### config.mk
export PLATFORM = sky130hd
export DESIGN_NAME = rv_instr_decoder
export DESIGN_NICKNAME = d
export VERILOG_FILES = /design/src/rtl/rv_dec_pkg.sv /design/src/rtl/rv_imm_unpack.sv /design/src/rtl/rv_class_ctrl.sv /design/src/rtl/rv_alu_sel.sv /design/src/rtl/rv_instr_decoder.sv
export SDC_FILE = /design/constraint.sdc
export NUM_CORES = 1
export LEC_CHECK = 0
export BUFFER_PORTS_ARGS = -buffer_cell sky130_fd_sc_hd__buf_2
export CORE_AREA = 2 2 97 99
export DETAILED_ROUTE_END_ITERATION = 7
export DIE_AREA = 0 0 99 101
export SYNTH_ARGS = -nofsm -noshare
export SYNTH_HDL_FRONTEND = slang
export SYNTH_SLANG_ARGS = --single-unit
### constraint.sdc
create_clock -name vclk -period 2.14
set_input_delay 0.107 -clock vclk [all_inputs]
set_output_delay 0.107 -clock vclk [all_outputs]
set_load 0.1 [all_outputs]
### src/rtl/rv_dec_pkg.sv
package rv_dec_pkg;

  localparam int XLEN  = 32;
  localparam int OPC_W = 7;
  localparam int REG_W = 5;
  localparam int ALU_W = 4;

  localparam logic [OPC_W-1:0] OPC_LOAD   = 7'b0000011;
  localparam logic [OPC_W-1:0] OPC_OPIMM  = 7'b0010011;
  localparam logic [OPC_W-1:0] OPC_AUIPC  = 7'b0010111;
  localparam logic [OPC_W-1:0] OPC_STORE  = 7'b0100011;
  localparam logic [OPC_W-1:0] OPC_OP     = 7'b0110011;
  localparam logic [OPC_W-1:0] OPC_LUI    = 7'b0110111;
  localparam logic [OPC_W-1:0] OPC_BRANCH = 7'b1100011;
  localparam logic [OPC_W-1:0] OPC_JALR   = 7'b1100111;
  localparam logic [OPC_W-1:0] OPC_JAL    = 7'b1101111;

  typedef enum logic [1:0] {WB_ALU = 2'd0, WB_MEM = 2'd1, WB_PC4 = 2'd2} wb_src_e;
  typedef enum logic [1:0] {OP1_RS1 = 2'd0, OP1_PC = 2'd1, OP1_ZERO = 2'd2} op1_src_e;
  typedef enum logic [2:0] {
    FMT_NONE, FMT_I, FMT_S, FMT_B, FMT_U, FMT_J
  } imm_fmt_e;
  typedef enum logic [1:0] {ACLS_ADD, ACLS_REG, ACLS_IMM} alu_cls_e;

  typedef enum logic [ALU_W-1:0] {
    ALU_ADD = 4'd0, ALU_SUB = 4'd1, ALU_SLL = 4'd2, ALU_SLT  = 4'd3,
    ALU_SLTU = 4'd4, ALU_XOR = 4'd5, ALU_SRL = 4'd6, ALU_SRA = 4'd7,
    ALU_OR  = 4'd8, ALU_AND = 4'd9
  } alu_op_e;

  typedef struct packed {
    logic     writes;
    wb_src_e  wb;
    op1_src_e op1;
    logic     op2_imm;
    imm_fmt_e fmt;
    alu_cls_e acls;
  } ctrl_t;

endpackage

### src/rtl/rv_imm_unpack.sv
module rv_imm_unpack
  import rv_dec_pkg::*;
(
  input  logic [31:7]     ins,
  output logic [XLEN-1:0] imm_i,
  output logic [XLEN-1:0] imm_s,
  output logic [XLEN-1:0] imm_b,
  output logic [XLEN-1:0] imm_u,
  output logic [XLEN-1:0] imm_j
);
  localparam int I_W = 12;
  localparam int B_W = 13;
  localparam int J_W = 21;
  localparam int U_W = 20;

  logic sgn;
  assign sgn = ins[31];

  assign imm_i = {{(XLEN-I_W){sgn}}, ins[31:20]};
  assign imm_s = {{(XLEN-I_W){sgn}}, ins[31:25], ins[11:7]};
  assign imm_b = {{(XLEN-B_W){sgn}}, sgn, ins[7], ins[30:25], ins[11:8], 1'b0};
  assign imm_u = {ins[31:12], {(XLEN-U_W){1'b0}}};
  assign imm_j = {{(XLEN-J_W){sgn}}, sgn, ins[19:12], ins[20], ins[30:21], 1'b0};
endmodule

### src/rtl/rv_class_ctrl.sv
module rv_class_ctrl
  import rv_dec_pkg::*;
(
  input  logic [OPC_W-1:0] opcode,
  output ctrl_t            ctrl
);
  always_comb begin
    ctrl = '{writes: 1'b0, wb: WB_ALU, op1: OP1_RS1, op2_imm: 1'b1,
             fmt: FMT_NONE, acls: ACLS_ADD};
    unique case (opcode)
      OPC_LOAD:   begin ctrl.writes = 1'b1; ctrl.wb = WB_MEM; ctrl.fmt = FMT_I; end
      OPC_OPIMM:  begin ctrl.writes = 1'b1; ctrl.fmt = FMT_I; ctrl.acls = ACLS_IMM; end
      OPC_OP:     begin ctrl.writes = 1'b1; ctrl.op2_imm = 1'b0; ctrl.acls = ACLS_REG; end
      OPC_LUI:    begin ctrl.writes = 1'b1; ctrl.op1 = OP1_ZERO; ctrl.fmt = FMT_U; end
      OPC_AUIPC:  begin ctrl.writes = 1'b1; ctrl.op1 = OP1_PC; ctrl.fmt = FMT_U; end
      OPC_JAL:    begin ctrl.writes = 1'b1; ctrl.wb = WB_PC4; ctrl.op1 = OP1_PC;
                        ctrl.fmt = FMT_J; end
      OPC_JALR:   begin ctrl.writes = 1'b1; ctrl.wb = WB_PC4; ctrl.fmt = FMT_I; end
      OPC_STORE:  begin ctrl.fmt = FMT_S; end
      OPC_BRANCH: begin ctrl.op1 = OP1_PC; ctrl.fmt = FMT_B; end
      default:    ;
    endcase
  end
endmodule

### src/rtl/rv_alu_sel.sv
module rv_alu_sel
  import rv_dec_pkg::*;
(
  input  alu_cls_e acls,
  input  logic [2:0] funct3,
  input  logic     alt,
  output alu_op_e  op
);
  logic sub_ok;
  assign sub_ok = (acls == ACLS_REG) && alt;

  always_comb begin
    op = ALU_ADD;
    if (acls != ACLS_ADD) begin
      unique case (funct3)
        3'b000: op = sub_ok ? ALU_SUB : ALU_ADD;
        3'b001: op = ALU_SLL;
        3'b010: op = ALU_SLT;
        3'b011: op = ALU_SLTU;
        3'b100: op = ALU_XOR;
        3'b101: op = alt ? ALU_SRA : ALU_SRL;
        3'b110: op = ALU_OR;
        3'b111: op = ALU_AND;
        default: op = ALU_ADD;
      endcase
    end
  end
endmodule

### src/rtl/rv_instr_decoder.sv
module rv_instr_decoder
  import rv_dec_pkg::*;
(
  input  logic [31:0]      instr,
  output logic [REG_W-1:0] rs1_addr,
  output logic [REG_W-1:0] rs2_addr,
  output logic [REG_W-1:0] rd_addr,
  output logic [XLEN-1:0]  imm_i,
  output logic [XLEN-1:0]  imm_s,
  output logic [XLEN-1:0]  imm_b,
  output logic [XLEN-1:0]  imm_u,
  output logic [XLEN-1:0]  imm_j,
  output logic [XLEN-1:0]  imm,
  output logic             reg_we,
  output logic [1:0]       wb_sel,
  output logic [1:0]       op1_sel,
  output logic             op2_imm,
  output logic [ALU_W-1:0] alu_op
);
  ctrl_t   ctrl;
  alu_op_e op_enum;

  assign rs1_addr = instr[19:15];
  assign rs2_addr = instr[24:20];
  assign rd_addr  = instr[11:7];

  rv_imm_unpack u_imm (
    .ins   (instr[31:7]),
    .imm_i (imm_i),
    .imm_s (imm_s),
    .imm_b (imm_b),
    .imm_u (imm_u),
    .imm_j (imm_j)
  );

  rv_class_ctrl u_ctrl (
    .opcode (instr[6:0]),
    .ctrl   (ctrl)
  );

  rv_alu_sel u_alu (
    .acls   (ctrl.acls),
    .funct3 (instr[14:12]),
    .alt    (instr[30]),
    .op     (op_enum)
  );

  always_comb begin
    unique case (ctrl.fmt)
      FMT_I:   imm = imm_i;
      FMT_S:   imm = imm_s;
      FMT_B:   imm = imm_b;
      FMT_U:   imm = imm_u;
      FMT_J:   imm = imm_j;
      default: imm = '0;
    endcase
  end

  assign reg_we  = ctrl.writes && (rd_addr != '0);
  assign wb_sel  = ctrl.wb;
  assign op1_sel = ctrl.op1;
  assign op2_imm = ctrl.op2_imm;
  assign alu_op  = op_enum;
endmodule

==> impl_results.md, run 1 <==
- Status: complete, no violations
- Register area: 0 um2
- Worst setup EP type: output pin
- Die width: approximately 99 um
- Num sequential: 0
- Pins Over Slew Limit: 0
- Post-synth top cells: buf_4, a21o_1, nor2_1
- Largest family of logic cells by synthesized area: buffers and inverters
- Area Overhead vs Synth: 24.8%
- Final cell count without fillers: 455
- Post-CTS Setup Inserts: 0
- Tmin final: 1.85 ns
- Final setup violating endpoints: 0
- Fmax achieved: around 540 MHz
- Initial antenna violation count: 0
- Post-Synth Adder-Cell Area: 0%
- Ys Warns: 0
- Req. time, crit path: 2.03 ns
- Simple-Gate Fraction of Synth Area: about 15%
- Final wirelength: about 5200 um
- Via count: between 1500 and 2000
- Synthesized netlist cell count: 276
- Post-synthesis mux area share: less than 1%
- Layout cells sized above 1: between 70% and 80%
- Pwr per Cell Area: ~700 nW/um2
- CP arrival: between 1.5 and 2 ns
- HPWL Detailed: ~4600 um
- Top post-synthesis cells by area: buf_4, a21o_1, and2_1
- Starting density of the core: 22.3%
- Count leader, synth: buf_4
- Final GP Congestion: 0.758
- Total power draw: around 1.7 mW
- Hold depth: 2
- Worst Setup Start Kind: input pin
- Post-synthesis sequential area ratio: 0%
- Synth Area in Compound Gates: 15.5%
- Final instance area: ~2500 um2
- ANT cells: 0
- Post-Route Utilization: roughly 28%
- Clock buffer cells: 0
- Synth Area per Inst: a little over 7 um2
- Die height: between 100 and 150 um
- Area of the multi-input gates: 723 um2
- Min-Delay Path Class: in -> out
- DIE AREA: roughly 10000 um2
- Post-CTS Hold Fix Bufs: 0
- Number of routed nets with antenna violations: 0
- RSZ-0062 raised after global routing: no
- # DRC: 0
- First-pass GRT wire length: roughly 7200 um
- CP Class: in -> out
- Xor and xnor fraction of the mapped netlist area: less than 1%
- Critical Path Fanout Max: 14
- Largest area contributor in the netlist: buf_4
- Placed Area: approximately 2500 um2
- Core area: roughly 9000 um2
- Maximum vdd drop: between 0.2 and 0.3 mV
- Maximum number of pins on one net before global-route repair: 72
- Post-synth cell types: 39
- Post-CTS Resized: 0
- # nets final: about 380
- Drt via density: slightly below 4
- Aggregate global routing overflow: 0
- Fillers: ~930
- Total track usage: roughly 8.7%
- Fin. Hold Viols: 0
- # rows: 35
- Avg WL per Cell: ~11 um
- Fin Hold WS: 0.613 ns
- Vias in the first global route: 1327
- Fin crit share: 86.4%
- Post-Synthesis Cell Area: around 2000 um2
- Port Buffer Count: roughly 240
- Leak Pwr: around 1.5 nW
- I/O pin count: between 200 and 250
- Max-Cap Viols: 0
- Synth top area share: between 60% and 70%
- TritonRoute pass-1 iters: 3
- Inst Count DP: between 400 and 500
- Iteration-0 DRC Markers: 75
kinds of logic after synthesis:
logic type / count (synthesis)
other cells: 1
buf+inv: 186
mux: 1
xor+xnor: 1
simple gates: 46
compound gates: 41
stage by stage:
step	TNS [ns]	setup WS [ns]
finish	0	0.292
detailed placement	0	0.311
global route	0	0.148
floorplan	-0.404	-0.248
CTS	0	0.310
global placement	0	0.335
cells in the final DEF, fill, tap and decap left out, types with 2 or more instances in the layout:
cell type,Yosys,routed
buf_12,0,28
buf_4,176,3
nand3_1,2,2
a21o_1,19,19
o22ai_2,1,2
a22o_1,4,4
a21oi_1,4,3
nor3_1,4,4
o31ai_1,3,2
and2_1,7,7
conb_1,1,14
nand2b_1,2,2
or2_2,3,3
nor2b_1,3,3
nand2_1,5,5
inv_1,2,2
buf_2,4,208
nor2_2,0,2
nor2_1,11,9
cell type report:
class	instances	area share (%)
repair buffers	239	65.1
multi-input cells	103	29.0
well taps	111	5.57
inverters	2	0.301
critical path, stage by stage:
cell	delay (ns)
buf_2	0.26
mux2_2	0.40
o22ai_2	0.28
and3_4	0.35
a21o_1	0.15
buf_12	0.18
worst paths after layout:
check	slack, ns	from	to
max	0.29	instr[5]	imm[22]
min	0.61	instr[19]	rs1_addr[4]
layer usage:
| layer | track usage, % | share of wire, % | up-vias |
|---|---|---|---|
| met2 | 18.0 | 55 | 140 |
| met3 | 0.902 | 10 | 0 |
| li1 | - | - | 846 |
| met5 | 0 | 0 | - |
| met4 | 0 | 0 | 0 |
| met1 | 10.1 | 35 | 769 |
power by group:
group          internal, mW  switching (mW)
clock network             0               0
registers                 0               0
logic                 0.197            1.54
No activity file was read; power rests on OpenSTA's default activity.
==> run 2: changes to the inputs <==
- CELL_PAD_IN_SITES_DETAIL_PLACEMENT: default -> 0
- CELL_PAD_IN_SITES_GLOBAL_PLACEMENT: default -> 1
- CORE_AREA: 2 2 97 99 -> default
- CORE_MARGIN: default -> 1.5
- CORE_UTILIZATION: default -> 18
- DIE_AREA: 0 0 99 101 -> default
- PLACE_DENSITY_LB_ADDON: default -> 0.1
- REMOVE_ABC_BUFFERS: default -> 1
- clock period: 2.14 -> 1.6 ns (I/O delays scaled with it)
==> impl_results.md, run 2 (synthesis gave the netlist of run 1 again) <==
- HPWL Detailed: 6280 um (+37%)
- Fin crit share: 95.5%
- Final setup violating endpoints: 0 (unchanged)
- Fmax achieved: 655 MHz
- CP arrival: 1.45 ns (-0.29 ns)
- Vias in the first global route: 1585 (+19%)
- Setup ws final: 0.0724 ns (-0.220 ns)
- Initial antenna violation count: 0 (unchanged)
- Die height: 108 um (+7.3%)
- Max-Cap Viols: 0 (unchanged)
- Min-Delay Path Class: in -> out
- RSZ-0062 raised after global routing: yes
- Post-CTS Setup Inserts: 0 (unchanged)
- Iteration-0 DRC Markers: 50 (-33%)
- Core area: 10800 um2 (+21%)
- ANT cells: 0 (unchanged)
- Fillers: 1080 (+16%)
- Maximum number of pins on one net before global-route repair: 24 (-67%)
- First-pass GRT wire length: 10000 um (+39%)
- Pre-CTS setup slack: -0.0133 ns (-0.324 ns)
- Tmin final: ~1.5 ns
- Area Overhead vs Synth: 101%
- Register area: 0 um2 (unchanged)
- Maximum vdd drop: 0.476 mV (+75%)
- Layout cells sized above 1: 75.1% (+0.36 points)
- Aggregate global routing overflow: 0 (unchanged)
- Pwr per Cell Area: 687 nW/um2 (-1.6%)
- Most frequent cells in the layout: buf_2, buf_12, buf_4
- TritonRoute pass-1 iters: 4 (+1)
- Total track usage: 10.9% (+2.2 points)
- Port Buffer Count: 235 (unchanged)
- Final GP Congestion: 0.801 (+5.6%)
- Status: complete, no violations
- Total negative slack: 0 ns (unchanged)
- Clock buffer cells: 0 (unchanged)
- Num sequential: 0 (unchanged)
- Avg WL per Cell: 14.3 um (+26%)
- DIE AREA: 11700 um2 (+17%)
- Via count: 1802 (+2.7%)
- Final wirelength: 7220 um (+39%)
- Die width: 108 um (+9.5%)
- CP Class: in -> out
- Fin. Hold Viols: 0 (unchanged)
- Drt via density: 3.57 (-7.5%)
- Starting density of the core: 18.4% (-3.8 points)
- # DRC: 0 (unchanged)
- Critical Path Fanout Max: 7 (-7)
- Fin Hold WS: 0.560 ns (-0.0530 ns)
- Pins Over Slew Limit: 0 (unchanged)
- Leak Pwr: 2.07 nW (+36%)
- Worst Setup Start Kind: input pin
- # rows: 38 (+8.6%)
- Worst setup EP type: output pin
- Total power draw: 2.76 mW (+59%)
- I/O pin count: 249 (unchanged)
- Number of routed nets with antenna violations: 0 (unchanged)
- # nets final: 399 (+5.6%)
- Req. time, crit path: 1.52 ns (-0.51 ns)
[run 2: cell count changes in the layout (fill, tap and decap cells not counted), sizes merged]
| cell | previous run | this run |
|---|---|---|
| buf | 239 | 260 |
[run 2: metrics by stage]
step / util (%) / cells / cell area, um2
2_1_floorplan: - / 105 / 683
3_3_place_gp: 37.0 / 505 / 4010
3_5_place_dp: 37.0 / 505 / 4010
4_1_cts: 37.0 / 505 / 4010
5_1_grt: 37.1 / 505 / 4020
6_report: 37.1 / 505 / 4020
[run 2: area by class of cell]
type	instances	area [um2]	area share, %
repair buffers	260	3140	78.1
inverters	2	7.51	0.187
multi-input cells	103	697	17.3
well taps	140	175	4.35
[run 2: final timing paths]
path,slack (ns),end,start,cells after the start
setup / recovery,0.07,reg_we,instr[5],7
hold / removal,0.56,rs1_addr[2],instr[17],2
[run 2: power breakdown]
group          internal, mW  switching (mW)  total [mW]  leakage, nW
clock                     0               0           0            0
combinational         0.613            2.15        2.76         2.07
sequential                0               0           0            0
total                 0.613            2.15        2.76         2.07
[run 2: what timing repair did]
action	4_1_cts	5_1_grt
resized for setup	1	4
endpoints found under the setup margin	1	12
hold buffers	0	0
[run 2: critical path: stages]
cell and delay, ns:
buf_2 0.16, buf_4 0.17, nand4b_1 0.14, o31ai_1 0.11, a221oi_1 0.45, a21oi_1 0.14, buf_12 0.20
[run 2: layer usage]
metal,GRT usage (%),share of wire (%)
met5,0,0
met1,13.6,35
met4,0,0
met3,0.663,3.6
met2,21.7,61
==> run 3: changes to the inputs <==
--- a/config.mk
+++ b/config.mk
@@ -10,5 +10,5 @@
 export CELL_PAD_IN_SITES_GLOBAL_PLACEMENT = 1
 export CORE_MARGIN = 1.5
-export CORE_UTILIZATION = 18
+export CORE_UTILIZATION = 22
 export DETAILED_ROUTE_END_ITERATION = 7
 export PLACE_DENSITY_LB_ADDON = 0.1
==> constraint.sdc (replaced) <==
create_clock -name vclk -period 1.81
set_input_delay 0.181 -clock vclk [all_inputs]
set_output_delay 0.181 -clock vclk [all_outputs]
set_load 0.1 [all_outputs]
==> impl_results.md, run 3 (synthesis gave the netlist of run 1 again) <==
- Status: complete, no violations
- Hold depth: 2 (unchanged)
- Final GP Congestion: 0.777 (-2.9%)
- Pre-CTS setup slack: 0.0635 ns (+0.0767 ns)
- Post-CTS Hold Fix Bufs: 0 (unchanged)
- Hold wc startpoint: instr[19]
- Drt via density: 4.03 (+13%)
- Layout cells sized above 1: 73.7% (-1.3 points)
- HPWL Detailed: 5600 um (-11%)
- Via count: 1862 (+3.3%)
- Vias in the first global route: 1543 (-2.6%)
- Sink of the worst hold path: imm_u[19]
- Pwr per Cell Area: 622 nW/um2 (-9.5%)
- Max-slew headroom: 64.5%
- I/O pin count: 249 (unchanged)
- Maximum vdd drop: 0.359 mV (-25%)
- Slowest CP cell: or2_2
- Fillers: 843 (-22%)
- Maximum number of pins on one net before global-route repair: 44 (+83%)
- RSZ-0062 raised after global routing: yes
- Worst Setup Start Kind: input pin
- Leak Pwr: 2.02 nW (-2.3%)
- DIE AREA: 9660 um2 (-18%)
- Worst-Margin Slew: ~0.53 ns
- TritonRoute pass-1 iters: 5 (+1)
- # DRC: 0 (unchanged)
- Max-Cap Viols: 0 (unchanged)
- Register area: 0 um2 (unchanged)
- Cell count along the critical path: 6 (-1)
- First-pass GRT wire length: 9140 um (-9.0%)
- Initial antenna violation count: 0 (unchanged)
- Slowest stage delay, CP: 0.37 ns (-0.08 ns)
- Post-Route Utilization: 44.3% (+7.2 points)
- Num sequential: 0 (unchanged)
- Critical Path Fanout Max: 8 (+1)
- Final wirelength: 6450 um (-11%)
- Total track usage: 11.5% (+0.51 points)
- Total power draw: 2.41 mW (-13%)
- CP Buf/Inv Count: 3 (unchanged)
- Aggregate global routing overflow: 0 (unchanged)
- Final cell count without fillers: 462 (-8.5%)
- Port Buffer Count: 235 (unchanged)
- Most frequent cells in the layout: buf_2, buf_12, a21o_1
- Starting density of the core: 22.8% (+4.4 points)
- Final setup violating endpoints: 0 (unchanged)
- Commonest non-fill, non-tap cell in the layout: buf_2
- Critical Path, Cell by Cell: buf_2 -> nand3b_1 -> or2_2 -> o31ai_1 -> buf_4 -> buf_12
- ANT cells: 0 (unchanged)
- Fin Hold WS: 0.769 ns (+0.208 ns)
- # rows: 34 (-11%)
- Avg WL per Cell: 14.0 um (-2.4%)
- # nets final: 388 (-2.8%)
- Inst Count DP: 461 (-8.7%)
- Clock buffer cells: 0 (unchanged)
- Min-Delay Path Class: in -> out
- Area Overhead vs Synth: 94.2%
- Req. time, crit path: 1.63 ns (+0.11 ns)
- Worst setup EP type: output pin
- Fmax achieved: between 500 and 600 MHz
- Setup ws final: 0.0714 ns (-0.00108 ns)
- Die height: 98.3 um (-9.3%)
- Area of the multi-input gates: 689 um2 (-1.1%)
- CP arrival: 1.56 ns (+0.11 ns)
- Die width: 98.3 um (-9.3%)
- Iteration-0 DRC Markers: 73 (+46%)
- Number of routed nets with antenna violations: 0 (unchanged)
- Core area: 8760 um2 (-19%)
- Pins Over Slew Limit: 0 (unchanged)
- Fin. Hold Viols: 0 (unchanged)
- Tmin final: approximately 1.7 ns
- CP Class: in -> out
- Family with the most delay on the worst path: simple AND/OR/NAND/NOR gates
- Fin crit share: a little over nine tenths
[run 3: worst max path at each step]
stage               startpoint  slack (ns)        end
detailed placement    instr[4]        0.06    imm[15]
global route          instr[3]       -0.02    imm[11]
floorplan             instr[2]       -1.65  wb_sel[0]
CTS                   instr[4]        0.06    imm[15]
global placement      instr[4]        0.02    imm[12]
finish                instr[4]        0.07    imm[11]
[run 3: per-layer routing]
metal	global-route usage (%)	vias up	part of all wire [%]
li1	-	868	-
met3	2.86	4	11
met4	0.325	0	0.56
met2	22.0	151	52
met1	13.4	839	36
met5	0	-	0
[run 3: per-stage QoR]
| stage | cell area (um2) | setup TNS, ns |
|---|---|---|
| global route | 3880 | -0.0262 |
| global placement | 3860 | 0 |
| finish | 3880 | 0 |
| floorplan | 683 | -13.27 |
| detailed placement | 3860 | 0 |
| CTS | 3860 | 0 |
[run 3: layout make-up]
class / count / area share [%]
tap: 108 / 3.48
inverter: 2 / 0.193
timing repair buffer: 249 / 78.6
multi-input combinational: 103 / 17.8
[run 3: repair_timing]
action	4_1_cts	5_1_grt
gates resized for setup	0	2
setup endpoints to repair	0	3
setup buffers	0	1
[run 3: power breakdown]
part	switching (mW)	internal [mW]
clock	0	0
sequential	0	0
combinational	1.89	0.522
total	1.89	0.522
